==> config.mk <==
export PLATFORM = sky130hd
export DESIGN_NAME = nand_badblk_scan
export DESIGN_NICKNAME = d
export VERILOG_FILES = /design/src/rtl/nbs_pkg.sv /design/src/rtl/nbs_range.sv /design/src/rtl/nbs_walker.sv /design/src/rtl/nbs_table.sv /design/src/rtl/nand_badblk_scan.sv
export SDC_FILE = /design/constraint.sdc
export NUM_CORES = 1
export LEC_CHECK = 0
export BUFFER_PORTS_ARGS = -buffer_cell sky130_fd_sc_hd__buf_4
export CAP_MARGIN = 5
export CELL_PAD_IN_SITES_DETAIL_PLACEMENT = 1
export CELL_PAD_IN_SITES_GLOBAL_PLACEMENT = 1
export CORE_UTILIZATION = 41
export CTS_CLUSTER_DIAMETER = 200
export DETAILED_ROUTE_END_ITERATION = 8
export PLACE_DENSITY = 0.92
export SYNTH_ARGS = -nofsm -noshare
export SYNTH_HDL_FRONTEND = slang
export SYNTH_SLANG_ARGS = --single-unit
==> constraint.sdc <==
create_clock -name clk -period 3.92 [get_ports clk]
set_input_delay 0.196 -clock clk [delete_from_list [all_inputs] [get_ports clk]]
set_output_delay 0.196 -clock clk [all_outputs]
set_load 0.02 [all_outputs]
==> src/rtl/nbs_pkg.sv <==
package nbs_pkg;

    typedef enum logic [1:0] {
        BLK_UNKNOWN = 2'b00,
        BLK_GOOD    = 2'b01,
        BLK_BAD     = 2'b10
    } blk_state_e;

    typedef enum logic [1:0] {
        ST_IDLE,
        ST_ISSUE,
        ST_WAIT,
        ST_FINISH
    } walk_state_e;

    typedef struct packed {
        logic bus16;
        logic big_page;
    } scan_mode_t;

    localparam int SPARE_BYTES = 6;
    localparam int SPARE_W     = SPARE_BYTES * 8;

    // Marker verdict: each active rule can condemn the block on its own
    function automatic logic marker_bad(input logic [SPARE_W-1:0] spare,
                                        input scan_mode_t mode);
        logic [7:0] lo0, lo1, hi5;
        lo0 = spare[7:0];
        lo1 = spare[15:8];
        hi5 = spare[47:40];
        marker_bad = (mode.bus16 && ((lo0 & lo1) != 8'hFF))
                  || (!mode.big_page && (hi5 != 8'hFF))
                  || (mode.big_page && (lo0 != 8'hFF));
    endfunction

endpackage

==> src/rtl/nbs_range.sv <==
module nbs_range #(
    parameter int NUM_BLK = 16,
    parameter int IDX_W   = 4,
    parameter int ARG_W   = 6
) (
    input  logic [ARG_W-1:0] first_arg_i,
    input  logic [ARG_W-1:0] last_arg_i,
    output logic             first_ok_o,
    output logic             empty_o,
    output logic [IDX_W-1:0] first_idx_o,
    output logic [IDX_W-1:0] last_idx_o
);
    localparam logic [ARG_W-1:0] BLK_LIMIT = ARG_W'(NUM_BLK);
    localparam logic [IDX_W-1:0] TOP_IDX   = IDX_W'(NUM_BLK - 1);

    logic last_open;

    always_comb begin
        first_ok_o  = !first_arg_i[ARG_W-1] && (first_arg_i < BLK_LIMIT);
        last_open   = last_arg_i[ARG_W-1] || (last_arg_i >= BLK_LIMIT);
        first_idx_o = first_arg_i[IDX_W-1:0];
        last_idx_o  = last_open ? TOP_IDX : last_arg_i[IDX_W-1:0];
        empty_o     = first_idx_o > last_idx_o;
    end
endmodule

==> src/rtl/nbs_walker.sv <==
module nbs_walker
    import nbs_pkg::*;
#(
    parameter int IDX_W  = 4,
    parameter int PAGE_W = 20,
    parameter int PPB_W  = 8
) (
    input  logic              clk,
    input  logic              rst,
    input  logic              start_i,
    input  logic              first_ok_i,
    input  logic              empty_i,
    input  logic [IDX_W-1:0]  first_idx_i,
    input  logic [IDX_W-1:0]  last_idx_i,
    input  logic [PPB_W-1:0]  ppb_i,
    input  scan_mode_t        mode_i,
    input  logic              rsp_valid_i,
    output logic              req_o,
    output logic [PAGE_W-1:0] page_o,
    output logic [IDX_W-1:0]  cur_idx_o,
    output logic              rec_o,
    output logic              clr_o,
    output scan_mode_t        mode_o,
    output logic              done_o,
    output logic              err_o,
    output logic              busy_o
);
    walk_state_e       state;
    logic [IDX_W-1:0]  cur_q, last_q;
    logic [PAGE_W-1:0] page_q;
    logic [PPB_W-1:0]  ppb_q;
    scan_mode_t        mode_q;
    logic              err_q;

    assign clr_o     = (state == ST_IDLE) && start_i;
    assign rec_o     = (state == ST_WAIT) && rsp_valid_i;
    assign req_o     = (state == ST_ISSUE);
    assign done_o    = (state == ST_FINISH);
    assign err_o     = (state == ST_FINISH) && err_q;
    assign busy_o    = (state != ST_IDLE);
    assign page_o    = page_q;
    assign cur_idx_o = cur_q;
    assign mode_o    = mode_q;

    always_ff @(posedge clk) begin
        if (rst) begin
            state  <= ST_IDLE;
            cur_q  <= '0;
            last_q <= '0;
            page_q <= '0;
            ppb_q  <= '0;
            mode_q <= '0;
            err_q  <= 1'b0;
        end else begin
            case (state)
                ST_IDLE: if (start_i) begin
                    mode_q <= mode_i;
                    ppb_q  <= ppb_i;
                    cur_q  <= first_idx_i;
                    last_q <= last_idx_i;
                    page_q <= PAGE_W'(first_idx_i) * PAGE_W'(ppb_i);
                    err_q  <= !first_ok_i;
                    state  <= (first_ok_i && !empty_i) ? ST_ISSUE : ST_FINISH;
                end
                ST_ISSUE: state <= ST_WAIT;
                ST_WAIT: if (rsp_valid_i) begin
                    if (cur_q == last_q) begin
                        state <= ST_FINISH;
                    end else begin
                        cur_q  <= cur_q + 1'b1;
                        page_q <= page_q + PAGE_W'(ppb_q);
                        state  <= ST_ISSUE;
                    end
                end
                default: begin
                    state <= ST_IDLE;
                    err_q <= 1'b0;
                end
            endcase
        end
    end


    req_single_chk: assert property (@(posedge clk) disable iff (rst)
        req_o |=> !req_o);


    page_step_chk: assert property (@(posedge clk) disable iff (rst)
        (req_o && $past(rec_o)) |-> (page_o == $past(page_o) + PAGE_W'(ppb_q)));


    done_pulse_chk: assert property (@(posedge clk) disable iff (rst)
        done_o |=> !done_o);


    err_early_chk: assert property (@(posedge clk) disable iff (rst)
        err_o |-> $past(clr_o));
endmodule

==> src/rtl/nbs_table.sv <==
module nbs_table
    import nbs_pkg::*;
#(
    parameter int NUM_BLK = 16,
    parameter int IDX_W   = 4,
    parameter int CNT_W   = 5
) (
    input  logic             clk,
    input  logic             rst,
    input  logic             clr_i,
    input  logic             rec_i,
    input  logic [IDX_W-1:0] rec_idx_i,
    input  logic             rec_bad_i,
    input  logic [IDX_W-1:0] q_idx_i,
    output blk_state_e       q_state_o,
    output logic [CNT_W-1:0] bad_cnt_o
);
    logic [NUM_BLK-1:0] known_q;
    logic [NUM_BLK-1:0] bad_q;
    logic [CNT_W-1:0]   cnt_q;

    for (genvar g = 0; g < NUM_BLK; g++) begin : g_cell
        always_ff @(posedge clk) begin
            if (rst || clr_i) begin
                known_q[g] <= 1'b0;
                bad_q[g]   <= 1'b0;
            end else if (rec_i && (rec_idx_i == IDX_W'(g))) begin
                known_q[g] <= 1'b1;
                bad_q[g]   <= rec_bad_i;
            end
        end
    end

    always_ff @(posedge clk) begin
        if (rst || clr_i) begin
            cnt_q <= '0;
        end else if (rec_i && rec_bad_i) begin
            cnt_q <= cnt_q + 1'b1;
        end
    end

    always_comb begin
        q_state_o = BLK_UNKNOWN;
        if (int'(q_idx_i) < NUM_BLK && known_q[q_idx_i]) begin
            q_state_o = bad_q[q_idx_i] ? BLK_BAD : BLK_GOOD;
        end
    end

    assign bad_cnt_o = cnt_q;


    cnt_hold_chk: assert property (@(posedge clk) disable iff (rst)
        (!clr_i && !(rec_i && rec_bad_i)) |=> $stable(bad_cnt_o));


    cnt_bound_chk: assert property (@(posedge clk) disable iff (rst)
        int'(bad_cnt_o) <= NUM_BLK);
endmodule

==> src/rtl/nand_badblk_scan.sv <==
module nand_badblk_scan
    import nbs_pkg::*;
#(
    parameter  int NUM_BLK = 16,
    parameter  int PAGE_W  = 20,
    parameter  int PPB_W   = 8,
    localparam int IDX_W   = $clog2(NUM_BLK),
    localparam int ARG_W   = IDX_W + 2,
    localparam int CNT_W   = $clog2(NUM_BLK + 1)
) (
    input  logic               clk,
    input  logic               rst,
    input  logic               start_i,
    input  logic [ARG_W-1:0]   first_blk_i,
    input  logic [ARG_W-1:0]   last_blk_i,
    input  logic [PPB_W-1:0]   ppb_i,
    input  logic               big_page_i,
    input  logic               bus16_i,
    output logic               rd_req_o,
    output logic [PAGE_W-1:0]  rd_page_o,
    input  logic               rd_valid_i,
    input  logic [SPARE_W-1:0] rd_spare_i,
    output logic               busy_o,
    output logic               done_o,
    output logic               err_o,
    output logic [CNT_W-1:0]   bad_cnt_o,
    input  logic [IDX_W-1:0]   q_idx_i,
    output logic [1:0]         q_state_o
);
    logic             first_ok, empty, rec, clr;
    logic [IDX_W-1:0] first_idx, last_idx, cur_idx;
    scan_mode_t       mode_in, mode_run;
    blk_state_e       q_state;
    logic             verdict;

    assign mode_in.bus16    = bus16_i;
    assign mode_in.big_page = big_page_i;

    nbs_range #(.NUM_BLK(NUM_BLK), .IDX_W(IDX_W), .ARG_W(ARG_W)) u_range (
        .first_arg_i (first_blk_i),
        .last_arg_i  (last_blk_i),
        .first_ok_o  (first_ok),
        .empty_o     (empty),
        .first_idx_o (first_idx),
        .last_idx_o  (last_idx)
    );

    nbs_walker #(.IDX_W(IDX_W), .PAGE_W(PAGE_W), .PPB_W(PPB_W)) u_walker (
        .clk         (clk),
        .rst         (rst),
        .start_i     (start_i),
        .first_ok_i  (first_ok),
        .empty_i     (empty),
        .first_idx_i (first_idx),
        .last_idx_i  (last_idx),
        .ppb_i       (ppb_i),
        .mode_i      (mode_in),
        .rsp_valid_i (rd_valid_i),
        .req_o       (rd_req_o),
        .page_o      (rd_page_o),
        .cur_idx_o   (cur_idx),
        .rec_o       (rec),
        .clr_o       (clr),
        .mode_o      (mode_run),
        .done_o      (done_o),
        .err_o       (err_o),
        .busy_o      (busy_o)
    );

    assign verdict = marker_bad(rd_spare_i, mode_run);

    nbs_table #(.NUM_BLK(NUM_BLK), .IDX_W(IDX_W), .CNT_W(CNT_W)) u_table (
        .clk       (clk),
        .rst       (rst),
        .clr_i     (clr),
        .rec_i     (rec),
        .rec_idx_i (cur_idx),
        .rec_bad_i (verdict),
        .q_idx_i   (q_idx_i),
        .q_state_o (q_state),
        .bad_cnt_o (bad_cnt_o)
    );

    assign q_state_o = q_state;


    empty_no_req_chk: assert property (@(posedge clk) disable iff (rst)
        (clr && empty && first_ok) |=> (done_o && !err_o && !rd_req_o));
endmodule

==> results.md <==
- Total negative slack: 0 ns
- Met2 WL: 8110 um
- Hold_buf cts: 0
- Final Max Tran Viols: 0
- Final nets: 798
- Vias in the first global route: 5,076
- CP max FO: 10
- Final setup fails: 0
- Metal-1 WL: 6200 um
- Worst setup SP type: primary input
- Clk_lat worst skew: 0.34 ns
- Yosys reg bits: 78
- Largest cells by area after synthesis: dfxtp_1, ha_1, nor2_1
- Crit. End Element: register
- Final Hold Fails: 0
- Total grt overflow: 0
- Ports: 109
- Worst hold path stage count: 2
- Period minus WS final: 3.06 ns
- Via density: 5.65
- DIE WIDTH: 113 um
- PnR Total Power: 3.22 mW
- Post-cts sizing count: 0
- WL final: 15,100 um
- IO Port Bufs: 84
- ANT nets after route: 0
- Dominant cell type by area after synthesis: dfxtp_1
- Syn Nets: 726
- Reg2Reg Depth: 8
- Die H: 113 um
- Die area: 0.0128 mm^2
- Mapped Avg Cell Area: 8.47 um^2
- Sequential element share of the synthesized area: 30.8%
- Longest Clk Path Bufs: 2
- Yosys warning total: 0
- Post-route setup slack: 0.857 ns
- Htree depth: 3
- Starting DRT DRC Count: 288
- WL per Instance: 18.4 um
- Fmax: 326 MHz
- Antenna cells: 0
- Crit-path cells: buf_4, and2_1, fa_1, inv_1, fa_1, inv_1, ha_1, nor2b_1, o2111ai_1, nand3_1, o41a_1, mux2i_1, a211oi_1
- Slew margin rel.: 29.6%
- DR pass1 iterations: 4
- Via count: 4,636
- Hold/Removal Path Class: in2reg
- Peak VDD IR: 0.225 mV
- CTS tree: yes
- CTS root buffer: clkbuf_16
- Row cnt: 40
- Number of synthesized flops with an enable pin: 0
- Syn-to-layout area delta: 19.3%
- Post-CTS setup buffers: 0
- Total GRT Usage: 24.6%
- Pwr/cell area: 533 mW/mm^2
- MaxCap Viol Count: 0
- Top sig layer: met4
- Initial Util: 42.2%
- Clk slew on worst S/H paths: 0.06 ns
- Top cell type's share of synthesized area: 30.8%
- Largest net degree at the start of global routing: 39
- Status: complete, no violations
- Share of cells above drive strength 1: 18.2%
- Placer Congestion: 0.832
- Critical path arrival: 3.31 ns
- Clk_skew: 0.00943 ns
- RSZ-0062 raised after global routing: false
- Setup CP Type: in2reg
- # DRC: 0
- Met3 WL: 490 um
- Netlist Area Pre-Place: 0.00506 mm^2
- Fin crit share: 78.1%
- Clock sink count: 78
- Detailed placer's ending HPWL: 11,500 um
- Critical path's largest stage delay: 0.53 ns
- Synth cell types: 60
- Worst Tran Pin Value: 1.06 ns
- Most used DFF post-synth: dfxtp_1
- Gate Count Post-Synth: 598
- Hold slack: 0.0631 ns
- Initial antenna violation count: 0
- Core region area: 0.0120 mm^2
- Setup WS pre-CTS: 0.536 ns
- Num CTS Buffers: 9
- Worst path slowest cell: fa_1
- WP data required: 4.17 ns
- Async SR Flop Fraction: 0%
- Leakage: 2.48 nW
- Global-route wire length before repair: 25,000 um
[critical path, delay by kind of cell]
family                     cells  cell delay [ns]
adders and majority gates      3             1.39
and+or+nand+nor                3             0.51
AOI/OAI and AO/OA              3             0.82
muxes                          1             0.14
buffers and inverters          3             0.25
[metrics by stage]
stage,area (um^2),utilization [%],instances
floorplan,5060,-,598
global placement,5790,48.2,806
detailed placement,5790,48.2,806
CTS,6040,50.3,821
global route,6040,50.3,821
finish,6040,50.3,821
[cells in the final DEF, fill, tap and decap left out, types with 13 or more instances in the layout]
cell type / n
a21oi_1: 20
and2_1: 27
buf_4: 87
dfxtp_1: 78
fa_1: 13
ha_1: 37
inv_1: 34
nand2_1: 34
nand3_1: 14
nor2_1: 105
nor3_1: 43
o21ai_0: 21
xnor2_1: 20
[cell type report]
cell class / instances / area (um^2)
fillers: 1439 / 5970
repair buffers: 87 / 653
flip-flops and latches: 78 / 1560
clock inverters: 4 / 25.0
inverters: 35 / 131
multi-input cells: 459 / 3260
well taps: 147 / 184
clock buffers: 11 / 233
[cells in the mapped netlist (6+ instances only)]
cell type / instances
nor3_1: 43
nor2_1: 105
clkbuf_1: 14
a21oi_1: 20
xor2_1: 6
a22o_1: 10
mux2i_1: 8
nand2b_1: 11
xnor2_1: 20
nor2b_1: 8
mux4_2: 10
buf_2: 6
inv_1: 34
o21ai_0: 21
dfxtp_1: 78
nand2_1: 34
nand4_1: 8
nand3_1: 14
and2_1: 27
a211oi_1: 9
fa_1: 13
ha_1: 37
[flip-flops by register name (all words and copies together) (netlist names)]
register            cells
u_table.bad_q          16
u_walker.state          2
u_walker.page_o        20
u_table.known_q        16
u_walker.cur_idx_o      4
u_walker.ppb_q          8
u_walker.last_q         4
u_walker.err_q          1
u_table.bad_cnt_o       5
u_walker.mode_o         2
[metal layers]
metal,global-route usage (%),vias up
met1,28.3,2306
met5,0,-
met4,10.1,0
met2,45.2,87
met3,4.07,28
li1,-,2215
[kinds of logic (layout without fill, tap and decap cells)]
kind of cell	count (synthesis)	in the layout	synth area share, %
AOI/OAI and AO/OA	96	96	13.8
xor gates and xnor gates	26	26	4.50
adders and majority gates	50	50	14.3
buffers and inverters	61	137	4.89
DFF	78	78	30.8
muxes	18	18	6.03
and+or+nand+nor	269	269	25.6
[path summary, 6_finish.rpt]
path              slack (ns)               endpoint          startpoint
setup / recovery        0.86    u_walker.page_o[10]      first_blk_i[3]
hold / removal          0.06     u_walker.mode_o[0]          big_page_i
setup reg to reg        0.89  u_walker.cur_idx_o[2]   u_walker.state[0]
hold reg to reg         0.47     u_table.known_q[6]  u_table.known_q[6]
[power by group]
part | internal, mW | total [mW] | switching [mW]
logic | 0.531 | 1.42 | 0.891
clock network | 0.423 | 0.751 | 0.328
registers | 0.908 | 1.05 | 0.141
total | 1.86 | 3.22 | 1.36
Power figures use the tool's default switching activity.
